<file path="config.mk">
export PLATFORM = sky130hd
export DESIGN_NAME = adc_seq_core
export DESIGN_NICKNAME = d
export VERILOG_FILES = /design/src/rtl/adc_seq_pkg.sv /design/src/rtl/sync_edge.sv /design/src/rtl/clk_en_div.sv /design/src/rtl/seq_ctrl.sv /design/src/rtl/adc_seq_core.sv
export SDC_FILE = /design/constraint.sdc
export NUM_CORES = 1
export LEC_CHECK = 0
export CORE_ASPECT_RATIO = 0.75
export CORE_MARGIN = 2
export CORE_UTILIZATION = 49
export DETAILED_ROUTE_END_ITERATION = 7
export GPL_TIMING_DRIVEN = 0
export MAX_ROUTING_LAYER = met4
export PLACE_DENSITY_LB_ADDON = 0.05
export SETUP_SLACK_MARGIN = 0.2
export SLEW_MARGIN = 15
export SYNTH_ARGS = -nofsm -noshare
export SYNTH_HDL_FRONTEND = slang
export SYNTH_SLANG_ARGS = --single-unit
</file>
<file path="constraint.sdc">
create_clock -name clk -period 3.4 [get_ports clk]
set_input_delay 0.68 -clock clk [delete_from_list [all_inputs] [get_ports clk]]
set_output_delay 0.68 -clock clk [all_outputs]
set_load 0.005 [all_outputs]
</file>
<file path="src/rtl/adc_seq_pkg.sv">
package adc_seq_pkg;

    localparam int CONV_CLOCKS = 16;
    localparam int LATCH_CLOCK = 15;
    localparam int CNT_W       = $clog2(CONV_CLOCKS);

    typedef enum logic [1:0] {
        SEQ_IDLE = 2'd0,
        SEQ_CONV = 2'd1,
        SEQ_EOC  = 2'd2
    } seq_st_e;

    typedef enum logic {
        SRC_INT = 1'b0,
        SRC_EXT = 1'b1
    } conv_src_e;

    typedef struct packed {
        seq_st_e          st;
        conv_src_e        src;
        logic [CNT_W-1:0] cnt;
    } seq_ctx_t;

    function automatic logic is_latch_clk(input logic [CNT_W-1:0] c);
        return c == CNT_W'(LATCH_CLOCK - 1);
    endfunction

    function automatic logic is_last_clk(input logic [CNT_W-1:0] c);
        return c == CNT_W'(CONV_CLOCKS - 1);
    endfunction

endpackage

</file>
<file path="src/rtl/sync_edge.sv">
module sync_edge #(
    parameter int STAGES = 2
) (
    input  logic clk,
    input  logic rst,
    input  logic din,
    output logic level,
    output logic rise
);
    logic [STAGES:0] sh;

    always_ff @(posedge clk) begin
        if (rst) sh <= '0;
        else     sh <= {sh[STAGES-1:0], din};
    end

    assign level = sh[STAGES-1];
    assign rise  = sh[STAGES-1] & ~sh[STAGES];

    // An edge report lasts one cycle.
    assert_rise_single_R1: assert property (@(posedge clk) disable iff (rst)
        rise |=> !rise);

endmodule

</file>
<file path="src/rtl/clk_en_div.sv">
module clk_en_div #(
    parameter int DIV = 8
) (
    input  logic clk,
    input  logic rst,
    input  logic clear,
    output logic tick
);
    localparam int DIV_W = (DIV > 1) ? $clog2(DIV) : 1;
    localparam logic [DIV_W-1:0] TOP = DIV_W'(DIV - 1);

    logic [DIV_W-1:0] cnt;

    always_ff @(posedge clk) begin
        if (rst || clear)   cnt <= '0;
        else if (cnt == TOP) cnt <= '0;
        else                 cnt <= cnt + DIV_W'(1);
    end

    assign tick = (cnt == TOP);

    // With a divide ratio of 2 or more, ticks never come on adjacent cycles.
    generate
        if (DIV > 1) begin : g_chk
            assert_tick_spaced_R2: assert property (@(posedge clk) disable iff (rst)
                (tick && !clear) |=> !tick);
        end
    endgenerate

endmodule

</file>
<file path="src/rtl/seq_ctrl.sv">
module seq_ctrl
    import adc_seq_pkg::*;
#(
    parameter int RESULT_W = 14
) (
    input  logic                clk,
    input  logic                rst,
    input  logic                start_rise,
    input  logic                start_lvl,
    input  logic                clksel_lvl,
    input  logic                int_tick,
    input  logic                ext_rise,
    input  logic [RESULT_W-1:0] result_in,
    output logic                div_clear,
    output logic                status_o,
    output logic                overrun_o,
    output logic [RESULT_W-1:0] data_o
);
    seq_ctx_t            ctx;
    logic                status_q;
    logic                err_q;
    logic [RESULT_W-1:0] data_q;
    logic                tick;
    logic                pin_shared;

    assign tick       = (ctx.src == SRC_EXT) ? ext_rise : int_tick;
    assign pin_shared = (ctx.src == SRC_EXT) && ext_rise;
    assign div_clear  = start_rise && (ctx.st != SEQ_CONV);

    always_ff @(posedge clk) begin
        if (rst) begin
            ctx.st   <= SEQ_IDLE;
            ctx.src  <= SRC_INT;
            ctx.cnt  <= '0;
            status_q <= 1'b0;
            err_q    <= 1'b0;
            data_q   <= '0;
        end else begin
            case (ctx.st)
                SEQ_CONV: begin
                    if (start_rise && !pin_shared) err_q <= 1'b1;
                    if (tick) begin
                        if (is_latch_clk(ctx.cnt)) data_q <= result_in;
                        if (is_last_clk(ctx.cnt)) begin
                            ctx.cnt  <= '0;
                            status_q <= 1'b0;
                            ctx.st   <= start_lvl ? SEQ_EOC : SEQ_IDLE;
                        end else begin
                            ctx.cnt <= ctx.cnt + CNT_W'(1);
                        end
                    end
                end
                default: begin
                    if (start_rise) begin
                        ctx.st   <= SEQ_CONV;
                        ctx.src  <= clksel_lvl ? SRC_EXT : SRC_INT;
                        ctx.cnt  <= '0;
                        status_q <= 1'b1;
                    end else if (ctx.st == SEQ_EOC && tick) begin
                        ctx.st   <= SEQ_IDLE;
                        status_q <= 1'b1;
                    end
                end
            endcase
        end
    end

    assign status_o  = status_q;
    assign overrun_o = err_q;
    assign data_o    = data_q;

    // An accepted start edge raises status and enters conversion.
    assert_start_accept_R1: assert property (@(posedge clk) disable iff (rst)
        (start_rise && ctx.st != SEQ_CONV) |=> (status_q && ctx.st == SEQ_CONV));

    // Status falls only on the 16th conversion clock.
    assert_fall_at_end_R3: assert property (@(posedge clk) disable iff (rst)
        ($fell(status_q) && !$past(rst)) |->
            $past(ctx.st == SEQ_CONV && tick && is_last_clk(ctx.cnt)));

    // The output register changes only on the 15th conversion clock.
    assert_latch_point_R4: assert property (@(posedge clk) disable iff (rst)
        (!$stable(data_q) && !$past(rst)) |->
            $past(ctx.st == SEQ_CONV && tick && is_latch_clk(ctx.cnt)));

    // A start edge during conversion does not disturb the clock count.
    assert_restart_ignored_R8: assert property (@(posedge clk) disable iff (rst)
        (ctx.st == SEQ_CONV && start_rise && !tick) |=>
            (ctx.st == SEQ_CONV && $stable(ctx.cnt)));

    // The overrun flag is sticky.
    assert_overrun_sticky_R8: assert property (@(posedge clk) disable iff (rst)
        err_q |=> err_q);

endmodule

</file>
<file path="src/rtl/adc_seq_core.sv">
module adc_seq_core #(
    parameter int RESULT_W = 14,
    parameter int INT_DIV  = 8
) (
    input  logic                clk,
    input  logic                rst,
    input  logic                start_in,
    input  logic                clksel_in,
    input  logic [RESULT_W-1:0] result_in,
    input  logic                cs_n,
    input  logic                rd_n,
    output logic                status_o,
    output logic [RESULT_W-1:0] data_o,
    output logic                data_oe_o,
    output logic                overrun_o
);
    logic start_lvl, start_rise;
    logic clksel_lvl, ext_rise;
    logic int_tick, div_clear;

    sync_edge #(.STAGES(2)) u_start_sync (
        .clk   (clk),
        .rst   (rst),
        .din   (start_in),
        .level (start_lvl),
        .rise  (start_rise)
    );

    sync_edge #(.STAGES(2)) u_clk_sync (
        .clk   (clk),
        .rst   (rst),
        .din   (clksel_in),
        .level (clksel_lvl),
        .rise  (ext_rise)
    );

    clk_en_div #(.DIV(INT_DIV)) u_div (
        .clk   (clk),
        .rst   (rst),
        .clear (div_clear),
        .tick  (int_tick)
    );

    seq_ctrl #(.RESULT_W(RESULT_W)) u_ctrl (
        .clk        (clk),
        .rst        (rst),
        .start_rise (start_rise),
        .start_lvl  (start_lvl),
        .clksel_lvl (clksel_lvl),
        .int_tick   (int_tick),
        .ext_rise   (ext_rise),
        .result_in  (result_in),
        .div_clear  (div_clear),
        .status_o   (status_o),
        .overrun_o  (overrun_o),
        .data_o     (data_o)
    );

    assign data_oe_o = ~cs_n & ~rd_n;

endmodule

</file>
Yosys cells after proc, flatten, opt, wreduce, memory -nomap -nowiden

Index checks and enable logic that the tools add are counted.

Bits in registers: 32
Bits in latches: 0
Bits in writable memories: 0
ROM bits: 0
Bits of input ports: 20
Output and inout port bits: 17
Word-level logic and storage cells: 58
Memories kept: 0

Add/sub/neg operators: 2
$mul: 0
Div/mod/pow operators: 0
Magnitude comparators: 0
Equality and inequality tests: 8
Shift operators: 0
Mux-type cells: 17
Bitwise gates (word level): 8
Reduce and logical (&&, ||, !) cells: 14

Operator list:

| operator                                              | number |
|---|---|
| 2-to-1 mux 4 bit                                      | 4 |
| 2-to-1 mux 2 bit                                      | 6 |
| == test 4 bit, second input constant                  | 2 |
| 2-to-1 mux 1 bit                                      | 7 |
| inequality test 2 x 1 -> 1 bit, second input constant | 3 |
| AND reduction 2 bit                                   | 3 |
| AND reduction 3 bit                                   | 2 |
| NOT 1 bit                                             | 5 |
| adder 4 x 1 -> 4 bit, second input constant           | 1 |
| logical AND 1 bit                                     | 4 |
| adder 3 x 1 -> 3 bit, second input constant           | 1 |
| AND 1 bit                                             | 3 |
| == test 3 bit, second input constant                  | 1 |
| nonzero test 3 bit                                    | 1 |
| == test 2 x 1 -> 1 bit, second input constant         | 1 |
| == test 2 bit, second input constant                  | 1 |
| nonzero test 2 bit                                    | 1 |
| OR reduction 2 bit                                    | 1 |
| logical NOT 1 bit                                     | 1 |
| logical OR 1 bit                                      | 1 |

Logic depth before layout (Yosys ltp)

Word-level depth: 7
Mapped depth: 7
Mapped depth without buffers: 6

Hierarchy

From an unflattened synthesis, not the netlist that was laid out.

Cell total of the unflattened synthesis: 147
Area total of the unflattened synthesis: 1387.6 sq um

Modules (own cells, without submodules):

| module       | instances | cells an instance | area each (sq um) | seq. area each (sq um) |
|---|---|---|---|---|
| seq_ctrl     | 1         | 124               | 1099.8            | 460.4 |
| sync_edge    | 2         | 7                 | 87.6              | 60.1 |
| clk_en_div   | 1         | 8                 | 108.9             | 60.1 |
| adc_seq_core | 1         | 1                 | 3.8               | 0.0 |

Worst setup path before layout

No wires, ideal clock.

Path kind: reg2reg
From: register u_div.cnt[0]
To: register u_ctrl.data_q[13] (netlist: u_ctrl.data_o[13])
Library setup time: 128 ps
Arrival: 1564 ps
Data required time: 3272 ps
Setup slack: 1708 ps
Stages on the path, launching flop included: 8
Buffers on the path: 1
Period minus slack after synthesis: 1692 ps
Cell sequence: dfxtp_1 -> ha_1 -> ha_1 -> nand2b_4 -> a211oi_4 -> buf_8 -> mux2i_1 -> nor2_1

Longest elaborated chain between the ends: 3

Ends and longest elaborated chain:

| element                       | RTL line         | source |
|---|---|---|
| from (decl)                   | clk_en_div.sv:12 | `logic [DIV_W-1:0] cnt;` |
| from (signal assigned)        | clk_en_div.sv:17 | `else cnt <= cnt + DIV_W'(1);` |
| == test 3 bit                 | clk_en_div.sv:20 | `assign tick = (cnt == TOP);` |
| 2-to-1 mux 1 bit              | seq_ctrl.sv:26   | `assign tick = (ctx.src == SRC_EXT) ? ext_rise : int_tick;` |
| AND reduction 3 bit (no line) | --               |  |
| to (signal assigned)          | seq_ctrl.sv:43   | `if (is_latch_clk(ctx.cnt)) data_q <= result_in;` |
| to (decl)                     | seq_ctrl.sv:22   | `logic [RESULT_W-1:0] data_q;` |

Every way passes these cells.
A chain may end at the register's enable or synchronous reset.

Worst setup path in the final report

From: input cs_n
To: output data_oe_o

Longest elaborated chain between the ends: 2

Ends and longest elaborated chain:

| element     | RTL line           | source |
|---|---|---|
| from (decl) | adc_seq_core.sv:10 | `input logic cs_n,` |
| NOT 1 bit   | adc_seq_core.sv:59 | `assign data_oe_o = ~cs_n & ~rd_n;` |
| AND 1 bit   | adc_seq_core.sv:59 |  |
| to (decl)   | adc_seq_core.sv:14 | `output logic data_oe_o,` |

Every way passes these cells.

==> impl_metrics.py <==
metrics = {
    "setup_path": {
        "critPathLaunchType": "primary input",
        "worst-setup-path-type": "in2out",
        "cp_max_fo": 1,
        "end_kind": "output port",
        "arrival_ps": 1700,
        "critical_path_required_ps": 2720,
        "reg2reg_from": "u_div.cnt[0]$_SDFF_PP0_",
        "cp_num_buf_inv": 2,
        "cp_top_family": "buffers and inverters",
        "critical-path-max-stage-delay_ps": 510,
        "path_common_cell": "clkdlybuf4s50_1",
        "path_cells": "clkdlybuf4s50_1 -> nor2_1 -> clkdlybuf4s50_1",
        "crit_path_start": "cs_n",
        "cp_slowest_cell": "clkdlybuf4s50_1",
    },
    "sta": {
        "min_period_ps": 2380,
        "final.setup_skew_ps": 14.8,
        "tns_ps": 0,
        "setup_viol": 0,
        "rsz0062_at_grt": "no",
        "fmax_mhz": 420,
        "hold_violations": 0,
        "worst_slew_pin_slew_ps": 466,
        "period_share_pct": 70.0,
        "finalMaxSlewViolations": 0,
        "hold_ws_ps": 433,
        "relSlewSlack_pct": 68.9,
    },
    "synthesis": {
        "synth_top_area_share_pct": 50.1,
        "yosysSeqAreaShare_pct": 50.1,
        "synth.distinct_cells": 28,
        "netlist_instances": 126,
        "synth_area_leader_cell": "dfxtp_1",
        "synth-seq-cells": 32,
        "yosysWarnings": 0,
        "synth_nets": 150,
        "avgSynthCellArea_um2": 10.1,
        "syn_area_mm2": 0.00128,
        "synth_area_leaders": "dfxtp_1 50%, mux2i_1 11%, nor2_1 5.3%, a21oi_1 3.9%, ha_1 3.9%",
    },
    "power_and_ir_drop": {
        "comb_power_share_pct": 6.3,
        "power_density_mw_per_mm2": 424,
        "switchingPower_mw": 0.145,
        "p_int_mw": 0.607,
        "seqPwrFrac_pct": 51.3,
        "clkPwrFrac_pct": 42.4,
        "p_sw_share_pct": 19.3,
        "ir_drop_uv": 299,
        "power_mw": 0.753,
        "p_leak_nw": 0.661,
    },
    "final_layout": {
        "mostFrequentLayoutCells": "36 x clkdlybuf4s50_1, 32 x dfxtp_1, 18 x nor2_1, 14 x mux2i_1, 10 x a21oi_1",
        "nets": 193,
        "drive_gt1_share_pct": 7.65,
        "multi_input_area_um2": 599,
        "final_common_cell": "clkdlybuf4s50_1",
        "area_growth_pct": 39.0,
        "regArea_um2": 641,
        "fillCellCount": 183,
        "antennaDiodeCount": 0,
    },
    "clocking": {
        "cts_sinks": 32,
        "cts_setup_buffers": 0,
        "cts_buffers": 5,
        "holdBufCountCts": 0,
        "clockBufferDepth": 2,
        "cts_resized": 0,
        "cts-root-buf": "clkbuf_4",
        "insertion_delay_ps": 330,
        "htree_num_levels": 2,
        "tritoncts": "built",
        "clk_pin_slew_worst_paths_ps": 90,
    },
    "global_route": {
        "antenna_found_initial": 0,
        "grt_pass1_vias": 1043,
        "grt_overflow": 0,
        "grt_first_pass_wirelength_mm": 4.44,
        "grt_max_degree": 11,
        "gr-usage-all-layers_pct": 20.3,
    },
    "detailed_routing": {
        "firstDrtPassIters": 4,
        "via_per_inst": 5.05,
        "drt-total-wl_mm": 2.66,
        "postRouteAntennaNets": 0,
        "first_iter_violations": 40,
        "drcViolationCount": 0,
        "wire_per_inst_um": 13.0,
        "vias": 1031,
    },
    "status": {
        "status": "finished, final reports clean",
    },
    "worst_hold_path": {
        "min_path_type": "reg2reg",
        "hold_start": "u_div.cnt[0]$_SDFF_PP0_",
    },
    "floorplanning": {
        "rows": 15,
        "io_pins": 37,
        "die_area_mm2": 0.00304,
        "core_mm2": 0.00238,
        "die_w_um": 63.0,
        "die_h_um": 48.2,
        "start_util_pct": 53.6,
    },
    "place": {
        "io_buffers": 36,
        "hpwl_mm": 2.02,
        "place_congestion": 0.877,
    },
    "run": {
        "maxCapViolCount": 0,
    },
}
-- path summary, 6_finish.rpt --
path | end | slack (ps) | depth (start not counted)
worst max-delay path | data_oe_o | 1020 | 3
worst max register to register | u_ctrl.data_o[4]$_SDFFE_PP0P_ | 1500 | 7
worst min register to register | u_div.cnt[0]$_SDFF_PP0_ | 430 | 1
worst min-delay path | u_div.cnt[0]$_SDFF_PP0_ | 430 | 1
-- power by group through the flow --
stage	sequential (mW)	clock, mW	combinational, mW
2_1_floorplan	0.394	0	0.0178
3_3_place_gp	0.395	0	0.0458
3_5_place_dp	0.395	0	0.0474
4_1_cts	0.387	0.324	0.0478
5_1_grt	0.387	0.339	0.0520
6_report	0.386	0.319	0.0473
-- Yosys cell counts --
cell type,n
a221oi_1,1
buf_8,1
a21oi_1,10
clkbuf_1,3
mux2i_1,14
a21o_1,1
o21ai_1,1
a2111oi_0,2
a211oi_4,1
and3b_1,1
o21ai_0,3
nor2b_1,8
nor4_1,1
a31o_1,1
dfxtp_1,32
nand3_1,7
nand2b_1,1
inv_1,3
and3_1,1
nand2b_4,2
nand2_1,3
nor2_1,18
a31oi_1,1
and2_1,3
nand3b_4,1
and2b_1,1
ha_1,4
nor3_1,1
-- state kept, by name (all words and copies together), names as in the netlist --
register / flops
u_div.cnt: 3
u_ctrl.status_o: 1
u_clk_sync.sh: 3
u_ctrl.overrun_o: 1
u_ctrl.ctx: 7
u_ctrl.data_o: 14
u_start_sync.sh: 3
-- metal layers --
layer  track usage (%)  up-vias  wire, um
met5                 -        -         0
met2              37.7       26      1350
met1              20.7      481      1150
met4              4.00        0        12
met3              9.24        2       142
li1                  -      522         -
-- final cells by class --
class                   count  area share (%)
clock buffers               7            3.66
well taps                  34            2.40
multi-input cells          87            33.8
inverters                   3           0.634
plain buffers               4            1.48
repair buffers             36            20.3
flip-flops and latches     32            36.1
clock inverters             1            1.69
-- cells by family (layout without fill, tap and decap cells) --
kind of cell	after synthesis	in the layout	synth area share (%)
AND/OR/NAND/NOR	48	48	21.2
flip-flops	32	32	50.1
AO/OA/AOI/OAI	21	21	10.9
multiplexers	14	14	11.0
buffers and inverters	7	51	2.94
adder cells (fa/ha/maj)	4	4	3.92
-- per-stage QoR --
stage	utilization [%]	instance area, um^2	instances	worst slack (ps)
after global routing	74.5	1780	204	994
final	74.5	1780	204	1020
after CTS	74.5	1780	204	1020
after global placement	70.5	1680	196	1050
after floorplan	-	1280	126	1710
after detailed placement	70.5	1680	196	1020
-- worst reg2reg max path: stages (launching register included) --
cell and delay (ps):
dfxtp_1 340, ha_1 150, ha_1 240, nand2b_4 100, a211oi_4 440, buf_8 220
mux2i_1 230, nor2_1 60
Note: power is estimated with default switching activity, not from simulation.
